`src/rtl/bank_addr_pkg.sv`:
```
package bank_addr_pkg;
    localparam int OP_W   = 8;
    localparam int BANK_W = 4;
    localparam int LIT_W  = 8;
    localparam int ADDR_W = OP_W + BANK_W;

    typedef logic [OP_W-1:0]   op_t;
    typedef logic [BANK_W-1:0] bank_t;
    typedef logic [LIT_W-1:0]  lit_t;
    typedef logic [ADDR_W-1:0] addr_t;

    typedef enum logic {
        PATH_BANKED = 1'b0,
        PATH_DIRECT = 1'b1
    } path_e;

    // Split window: lower operand half to bank 0, upper half to the last bank.
    function automatic addr_t split_window(op_t op);
        bank_t top;
        top = op[OP_W-1] ? {BANK_W{1'b1}} : {BANK_W{1'b0}};
        return {top, op};
    endfunction
endpackage

```
`src/rtl/bank_select_reg.sv`:
```
module bank_select_reg
    import bank_addr_pkg::*;
(
    input  logic  clk,
    input  logic  rst,
    input  logic  ld,
    input  lit_t  lit,
    output bank_t bank_q
);
    always_ff @(posedge clk) begin
        if (rst)
            bank_q <= '0;
        else if (ld)
            bank_q <= lit[BANK_W-1:0];
    end

    AST_BANK_LOAD: assert property (@(posedge clk) disable iff (rst)
        ld |=> bank_q == $past(lit[BANK_W-1:0]));
    AST_BANK_HOLD: assert property (@(posedge clk) disable iff (rst)
        !ld |=> $stable(bank_q));
endmodule

```
`src/rtl/banked_map.sv`:
```
module banked_map
    import bank_addr_pkg::*;
(
    input  logic  clk,
    input  logic  rst,
    input  op_t   op,
    input  logic  use_bank,
    input  bank_t bank,
    output addr_t addr
);
    always_comb begin
        if (use_bank)
            addr = {bank, op};
        else
            addr = split_window(op);
    end

    AST_SPLIT_LOW: assert property (@(posedge clk) disable iff (rst)
        (!use_bank && !op[OP_W-1]) |-> (addr[ADDR_W-1:OP_W] == '0 && addr[OP_W-1:0] == op));
    AST_SPLIT_HIGH: assert property (@(posedge clk) disable iff (rst)
        (!use_bank && op[OP_W-1]) |-> (addr[ADDR_W-1:OP_W] == '1 && addr[OP_W-1:0] == op));
    AST_BANKED_UPPER: assert property (@(posedge clk) disable iff (rst)
        use_bank |-> (addr[ADDR_W-1:OP_W] == bank && addr[OP_W-1:0] == op));
endmodule

```
`src/rtl/move_addr_hold.sv`:
```
module move_addr_hold
    import bank_addr_pkg::*;
(
    input  logic  clk,
    input  logic  rst,
    input  logic  cap,
    input  addr_t d,
    output addr_t q
);
    always_ff @(posedge clk) begin
        if (rst)
            q <= '0;
        else if (cap)
            q <= d;
    end

    AST_HOLD_CAPTURE: assert property (@(posedge clk) disable iff (rst)
        cap |=> q == $past(d));
    AST_HOLD_KEEP: assert property (@(posedge clk) disable iff (rst)
        !cap |=> $stable(q));
endmodule

```
`src/rtl/bank_addr_gen.sv`:
```
module bank_addr_gen
    import bank_addr_pkg::*;
(
    input  logic        clk,
    input  logic        rst,
    input  logic        path_sel,
    input  logic [7:0]  file_op,
    input  logic        use_bank,
    input  logic        bank_ld,
    input  logic [7:0]  bank_lit,
    input  logic [11:0] dir_addr,
    output logic [11:0] ea,
    output logic [3:0]  bank_out,
    output logic [11:0] mv_hold
);
    path_e path;
    bank_t bank_q;
    addr_t banked_addr;

    assign path = path_e'(path_sel);

    bank_select_reg u_bank (
        .clk    (clk),
        .rst    (rst),
        .ld     (bank_ld),
        .lit    (bank_lit),
        .bank_q (bank_q)
    );

    banked_map u_map (
        .clk      (clk),
        .rst      (rst),
        .op       (file_op),
        .use_bank (use_bank),
        .bank     (bank_q),
        .addr     (banked_addr)
    );

    move_addr_hold u_hold (
        .clk (clk),
        .rst (rst),
        .cap (path == PATH_DIRECT),
        .d   (dir_addr),
        .q   (mv_hold)
    );

    always_comb begin
        unique case (path)
            PATH_DIRECT: ea = dir_addr;
            default:     ea = banked_addr;
        endcase
    end

    assign bank_out = bank_q;

    AST_DIRECT_PASS: assert property (@(posedge clk) disable iff (rst)
        path_sel |-> ea == dir_addr);
    AST_DIRECT_KEEPS_BANK: assert property (@(posedge clk) disable iff (rst)
        (path_sel && !bank_ld) |=> $stable(bank_out));
endmodule

```
`config.mk`:
```
export PLATFORM = sky130hd
export DESIGN_NAME = bank_addr_gen
export DESIGN_NICKNAME = d
export VERILOG_FILES = /design/src/rtl/bank_addr_pkg.sv /design/src/rtl/bank_select_reg.sv /design/src/rtl/banked_map.sv /design/src/rtl/move_addr_hold.sv /design/src/rtl/bank_addr_gen.sv
export SDC_FILE = /design/constraint.sdc
export NUM_CORES = 1
export LEC_CHECK = 0
export BUFFER_PORTS_ARGS = -buffer_cell sky130_fd_sc_hd__clkbuf_2
export CAP_MARGIN = 40
export CORE_ASPECT_RATIO = 1.25
export CORE_UTILIZATION = 42
export CTS_CLUSTER_SIZE = 16
export DETAILED_ROUTE_END_ITERATION = 10
export PLACE_DENSITY = 0.93
export SYNTH_ARGS = -nofsm -noshare
export SYNTH_HDL_FRONTEND = slang
export SYNTH_SLANG_ARGS = --single-unit
```
`constraint.sdc`:
```
create_clock -name clk -period 1.2 [get_ports clk]
set_clock_uncertainty 0.15 [all_clocks]
set_input_delay 0.18 -clock clk [delete_from_list [all_inputs] [get_ports clk]]
set_output_delay 0.18 -clock clk [all_outputs]
set_load 0.02 [all_outputs]
```
==> results.txt, run 1 <==
status: finished, violations left
failing checks: setup timing
kind of cell adding the most delay to the critical path: flip-flops
syn_nets: 125
ANT cells: 0
period utilization: 119%
Routed Wire Length: 2780 um
share of the synthesized area in the top cell type: 39.5%
Core Box Area: 1790 um^2
Vias/cell: 5.12
CTS clk-pin slew, worst paths: 0.09 ns
most area-consuming cells after synthesis: dfxtp_1, nand2b_4, mux2i_1, o21ai_1, a21oi_2
Sink Count: 16
synthesized cell area: 811 um^2
routed vias: 931
CTS tree: yes
synth unique cells: 14
clk_lat worst skew: 0.29 ns
Detail Route Antenna Nets: 0
Worst Reg-to-Reg Cells: 3
max-cap violations: 0
Seq/Total Area, Yosys: 39.5%
Vert. Die Dim: 51.1 um
Worst path depth: 3
fin worst setup slack: -0.224 ns
die area: 2110 um^2
initial antenna violation count: 0
worst rel slew slack: 69.8%
final setup vio count: 5
PwrDens: 981 nW/um^2
Worst EP required: 0.87 ns
largest net degree at the start of global routing: 25
R2R Setup Slk: 0.27 ns
Crit Path Category: reg2out
vias in the first global route: 839
leakage: 0.000726 uW
Seq cells post-synth: 16
Synth area leader: dfxtp_1
num ports: 61
max-slew violations: 0
Pre-antenna DRT Iters: 4
die width: 41.3 um
DRC Markers: 0
fill count: 113
Post-Route Utilization: 80.0%
Synthesis Warnings: 0
first-pass GRT wire length: 3420 um
initial core utilization: 45.4%
CP startpoint: u_bank.bank_q[0]
drt wl/cell: 15.3 um
Critical Path Sink: ea[8]
DPL Wire Length: 1510 um
Syn Area/Cell: 8.81 um^2
min-delay worst type: in2reg
Worst Hold Slack: 0.00884 ns
final hold viol count: 0
post-route minimum period: 1.42 ns
GRT Total Usage: 23.9%
Reg-to-Reg End: u_bank.bank_q[2]
Synth Instances: 92
Initial DRC Count: 14
Largest stage delay, worst path: 0.33 ns
RSZ-0062 raised after global routing: yes
Worst R2R Start: u_bank.bank_q[2]
fmax: 0.702 GHz
worst vdd ir: 813 uV
Crit. End Element: primary output
Cell Rows: 17
Least-Margin Pin Slew: 0.453 ns
total gr overflow: 0
worst path bufs/invs: 1
Root Buffer: clkbuf_4
Final GP Congestion: 0.635
Critical-path top delay cell: dfxtp_2
Placed Area: 1100 um^2
post-route cell area: 1430 um^2
total CTS buffers: 3
nets@finish: 197
crit path cell chain: mux2i_1, o21ai_2, clkbuf_8
crit start category: flop
CP Max Fanout: 2
Area Overhead vs Synth: 76.2%
IO Port Bufs: 56
crit path DAT: 1.09 ns
Sequential Area: 333 um^2
CTS Buffer Depth: 2
htree depth: 1
multi-input logic area: 425 um^2
share of layout cells above drive strength 1: 58.3%
[tightest hold or removal path: stages]
cell	delay (ns)
clkbuf_2	0.08
nand2_1	0.09
a21oi_2	0.06
[cells in the final DEF (no fill, tap or decap), types with 8 or more instances in the layout]
cell type      netlist  routed
clkbuf_2             2      39
nand2_1             12      12
dlygate4sd3_1        0      11
dfxtp_2              0      10
mux2i_1              8       8
inv_1                8       8
o21ai_1             12       8
a21oi_2              6       8
[area by class of cell]
class	instances	area share (%)
sequential	16	23.3
clock buffer	4	2.54
multi-input combinational	60	29.8
tap	19	1.66
timing repair buffer	75	40.6
inverter	8	2.10
[power by group]
group	switching [uW]	internal, uW
logic	226	222
registers	23.0	565
clock network	182	185
[sequential cells by signal, indices dropped and copies added (netlist names)]
signal and cells:
u_hold.q 12, u_bank.bank_q 4
[per-stage QoR]
| step | setup WS [ns] | TNS, ns | total power [uW] | instances |
|---|---|---|---|---|
| 2_1_floorplan | 0.0675 | 0 | 810 | 92 |
| 3_3_place_gp | 0.0714 | 0 | 916 | 161 |
| 3_5_place_dp | 0.0120 | 0 | 928 | 161 |
| 4_1_cts | -0.166 | -0.725 | 1370 | 181 |
| 5_1_grt | -0.268 | -1.02 | 1470 | 182 |
| 6_report | -0.224 | -0.751 | 1400 | 182 |
[cell usage after synthesis, drive strengths merged]
library cell  number
a21oi             12
buf                6
clkbuf             2
dfxtp             16
inv                8
mux2i              8
nand2             12
nand2b            12
nor2               4
o21ai             12
[cell families after synthesis]
| kind of cell | synth area share [%] |
|---|---|
| simple gates | 22.2 |
| flops | 39.5 |
| compound gates | 17.6 |
| mux | 9.88 |
| buf+inv | 10.8 |
[metal layers]
metal	wire length (um)	share of wire, %	track usage [%]
met4	86	3.1	11.8
met2	1570	56	44.5
met1	953	34	22.2
met5	0	0	0
met3	170	6.1	4.78
[worst min-delay path by stage]
stage,from,end,slack (ns),depth (start not counted)
finish,dir_addr[5],u_hold.q[5],0.009,3
global route,dir_addr[5],u_hold.q[5],-0.002,3
CTS,dir_addr[10],u_hold.q[10],0.0002,3
detailed placement,bank_lit[3],u_bank.bank_q[3],0.28,3
global placement,bank_lit[2],u_bank.bank_q[2],0.27,3
floorplan,bank_lit[0],u_bank.bank_q[0],0.18,2
[timing repair]
item | CTS | global route
gates cloned | 0 | 1
hold endpoints to repair | 12 | 0
buffers inserted | 4 | 2
gates resized for setup | 22 | 28
setup endpoints to repair | 9 | 19
hold buffers | 12 | 0
Note: power is estimated with default switching activity, not from simulation.
==> inputs of run 2 (changes only) <==
--- a/config.mk
+++ b/config.mk
@@ -8,6 +8,7 @@
 export BUFFER_PORTS_ARGS = -buffer_cell sky130_fd_sc_hd__clkbuf_2
 export CAP_MARGIN = 40
 export CORE_ASPECT_RATIO = 1.25
+export CORE_MARGIN = 5
 export CORE_UTILIZATION = 42
 export CTS_CLUSTER_SIZE = 16
 export DETAILED_ROUTE_END_ITERATION = 10
==> run 2 against run 1 <==
  * The run ends with hold timing, setup timing left
  * Critical path depth is the same
  * Flip-flop and latch count did not move
  * Count of clock-buffer cells in the layout unchanged
  * Hold slack got worse by 0.023 ns
  * Total power rose by 1.4%
  * Wire length increased by 8.5%
  * Cell area fell by 0.44%
  * Sequential power is essentially flat
  * Core utilization decreased by 1.3 points
  * Maximum frequency is 1.6% higher
  * Critical endpoint unchanged
  * Largest power group unchanged
==> results.txt, run 2 (synthesis gave the netlist of run 1 again) <==
Internal Pwr Total: 974 uW (was 971 uW)
Placed Area: 1130 um^2 (was 1100 um^2)
max reg flops: 12 (unchanged)
Root Buffer: clkbuf_4 (unchanged)
total CTS buffers: 3 (unchanged)
max-slew violations: 0 (unchanged)
clock share of power: 26.4% (was 26.2%)
routed vias: 930 (was 931)
share of layout cells above drive strength 1: 62.7% (was 58.3%)
Least-Margin Pin Slew: 0.433 ns (was 0.453 ns)
post-route minimum period: 1.40 ns (was 1.42 ns)
CTS clk-pin slew, worst paths: 0.11 ns (was 0.09 ns)
die width: 49.3 um (was 41.3 um)
Worst EP required: 0.87 ns (about the same)
final setup vio count: 9 (was 5)
clk_lat worst skew: 0.30 ns (was 0.29 ns)
DPL Wire Length: 1580 um (was 1510 um)
Critical-path top delay cell: dfxtp_2 (unchanged)
crit path DAT: 1.07 ns (was 1.09 ns)
RSZ-0062 raised after global routing: yes (unchanged)
Detail Route Antenna Nets: 0 (unchanged)
Crit. End Element: primary output (unchanged)
# placed instances: 163 (was 161)
Top reg by flops: u_hold.q (unchanged)
initial core utilization: 44.8% (was 45.4%)
Net Switching: 448 uW (was 431 uW)
Crit Path Category: reg2out (unchanged)
GRT Total Usage: 18.1% (was 23.9%)
status: finished, violations left (unchanged)
total gr overflow: 0 (unchanged)
Core Box Area: 1810 um^2 (was 1790 um^2)
final hold viol count: 4 (was 0)
largest net degree at the start of global routing: 26 (was 25)
Largest regs: u_hold.q (12), u_bank.bank_q (4) (unchanged)
DRC Markers: 0 (unchanged)
Worst Hold Slack: -0.0142 ns (was 0.00884 ns)
fill count: 104 (was 113)
nets@finish: 195 (was 197)
Area Overhead vs Synth: 75.5% (was 76.2%)
CTS tree: yes (unchanged)
post-route cell area: 1420 um^2 (was 1430 um^2)
period utilization: 117% (was 119%)
Vias/cell: 5.17 (was 5.12)
leakage: 0.000726 uW (about the same)
worst vdd ir: 935 uV (was 813 uV)
Final GP Congestion: 0.721 (was 0.635)
commonest non-fill, non-tap cell in the layout: clkbuf_2 (unchanged)
Seq pwr share: 41.4% (was 41.9%)
fin cells: 180 (was 182)
Initial DRC Count: 26 (was 14)
fin worst setup slack: -0.202 ns (was -0.224 ns)
crit start category: flop (unchanged)
ANT cells: 0 (unchanged)
initial antenna violation count: 0 (unchanged)
Sequential Area: 332 um^2 (was 333 um^2)
max-cap violations: 0 (unchanged)
die area: 2910 um^2 (was 2110 um^2)
sw frac: 31.5% (was 30.7%)
fmax: 0.713 GHz (was 0.702 GHz)
CTS Buffer Depth: 2 (unchanged)
Largest stage delay, worst path: 0.35 ns (was 0.33 ns)
worst rel slew slack: 71.1% (was 69.8%)
most frequent cells in the layout: clkbuf_2, nand2_1, buf_4, dfxtp_2 (was clkbuf_2, nand2_1, dlygate4sd3_1)
CP Max Fanout: 2 (unchanged)
htree depth: 1 (unchanged)
min-delay worst type: in2reg (unchanged)
Sink Count: 16 (unchanged)
multi-input logic area: 439 um^2 (was 425 um^2)
vias in the first global route: 898 (was 839)
Cell Rows: 17 (unchanged)
Vert. Die Dim: 59.1 um (was 51.1 um)
first-pass GRT wire length: 4070 um (was 3420 um)
crit path cell chain: mux2i_1, o21ai_2, clkbuf_8 (unchanged)
Pre-antenna DRT Iters: 4 (unchanged)
failing checks: hold timing, setup timing (was setup timing)
IO Port Bufs: 56 (unchanged)
drt wl/cell: 16.8 um (was 15.3 um)
combinational fraction of design power: 32.2% (was 31.9%)
PwrDens: 999 nW/um^2 (was 981 nW/um^2)
num ports: 61 (unchanged)
Routed Wire Length: 3020 um (was 2780 um)
-- run 2: cell types whose count changed in the layout (fill, tap and decap cells not counted), sizes merged --
cell          before  now
dlygate4sd3       11    7
buf               16   19
dlymetal6s4s       1    0
-- run 2: layout make-up --
cell class / count / share of cell area (%)
well taps: 19 / 1.67
multi-input cells: 60 / 30.9
clock buffers: 4 / 2.55
repair buffers: 73 / 39.5
flip-flops and latches: 16 / 23.3
inverters: 8 / 2.11
-- run 2: power groups by stage --
| stage | combinational (uW) | clock (uW) | sequential [uW] |
|---|---|---|---|
| 2_1_floorplan | 179 | 0 | 631 |
| 3_3_place_gp | 333 | 0 | 594 |
| 3_5_place_dp | 342 | 0 | 596 |
| 4_1_cts | 395 | 363 | 583 |
| 5_1_grt | 486 | 390 | 593 |
| 6_report | 458 | 376 | 588 |
-- run 2: path summary, 6_finish.rpt --
| kind | end | startpoint | slack (ns) | cells after the start |
|---|---|---|---|---|
| worst max register to register | u_bank.bank_q[3] | u_bank.bank_q[3] | 0.11 | 4 |
| worst min register to register | u_hold.q[6] | u_hold.q[6] | 0.32 | 2 |
| worst max-delay path | ea[8] | u_bank.bank_q[0] | -0.20 | 3 |
| worst min-delay path | u_hold.q[10] | dir_addr[10] | -0.01 | 3 |
-- run 2: what timing repair did --
| action | in CTS | in global routing |
|---|---|---|
| hold endpoints to repair | 7 | 0 |
| setup buffers | 4 | 2 |
| cloned | 0 | 1 |
| hold buffers | 7 | 0 |
| resized for setup | 16 | 38 |
| endpoints found under the setup margin | 7 | 25 |
-- run 2: per-layer routing --
metal  wire length [um]  GRT usage (%)  share of wire (%)  up-vias
li1                   -              -                  -      434
met1               1070           18.2                 36      429
met2               1540           30.8                 51       55
met3                320           8.06                 11       12
met5                  0              0                  0        -
met4                 87           10.8                2.9        0
-- run 2: worst max-delay path, delay by kind of cell, from the launching register on --
kind / cells / cell delay, ns
AO/OA/AOI/OAI: 1 / 0.08
buffers and inverters: 1 / 0.15
flip-flops: 1 / 0.35
multiplexers: 1 / 0.20
-- run 2: metrics by stage --
| stage | utilization (%) | power, uW | TNS (ns) | hold WS [ns] | setup WS [ns] |
|---|---|---|---|---|---|
| 2_1_floorplan | - | 810 | 0 | 0.177 | 0.0675 |
| 3_3_place_gp | 62.4 | 927 | 0 | 0.263 | 0.0554 |
| 3_5_place_dp | 62.4 | 938 | 0 | 0.272 | 0.00584 |
| 4_1_cts | 72.6 | 1340 | -0.662 | 0.00106 | -0.146 |
| 5_1_grt | 78.7 | 1470 | -1.20 | 0.00834 | -0.232 |
| 6_report | 78.7 | 1420 | -0.949 | -0.0142 | -0.202 |
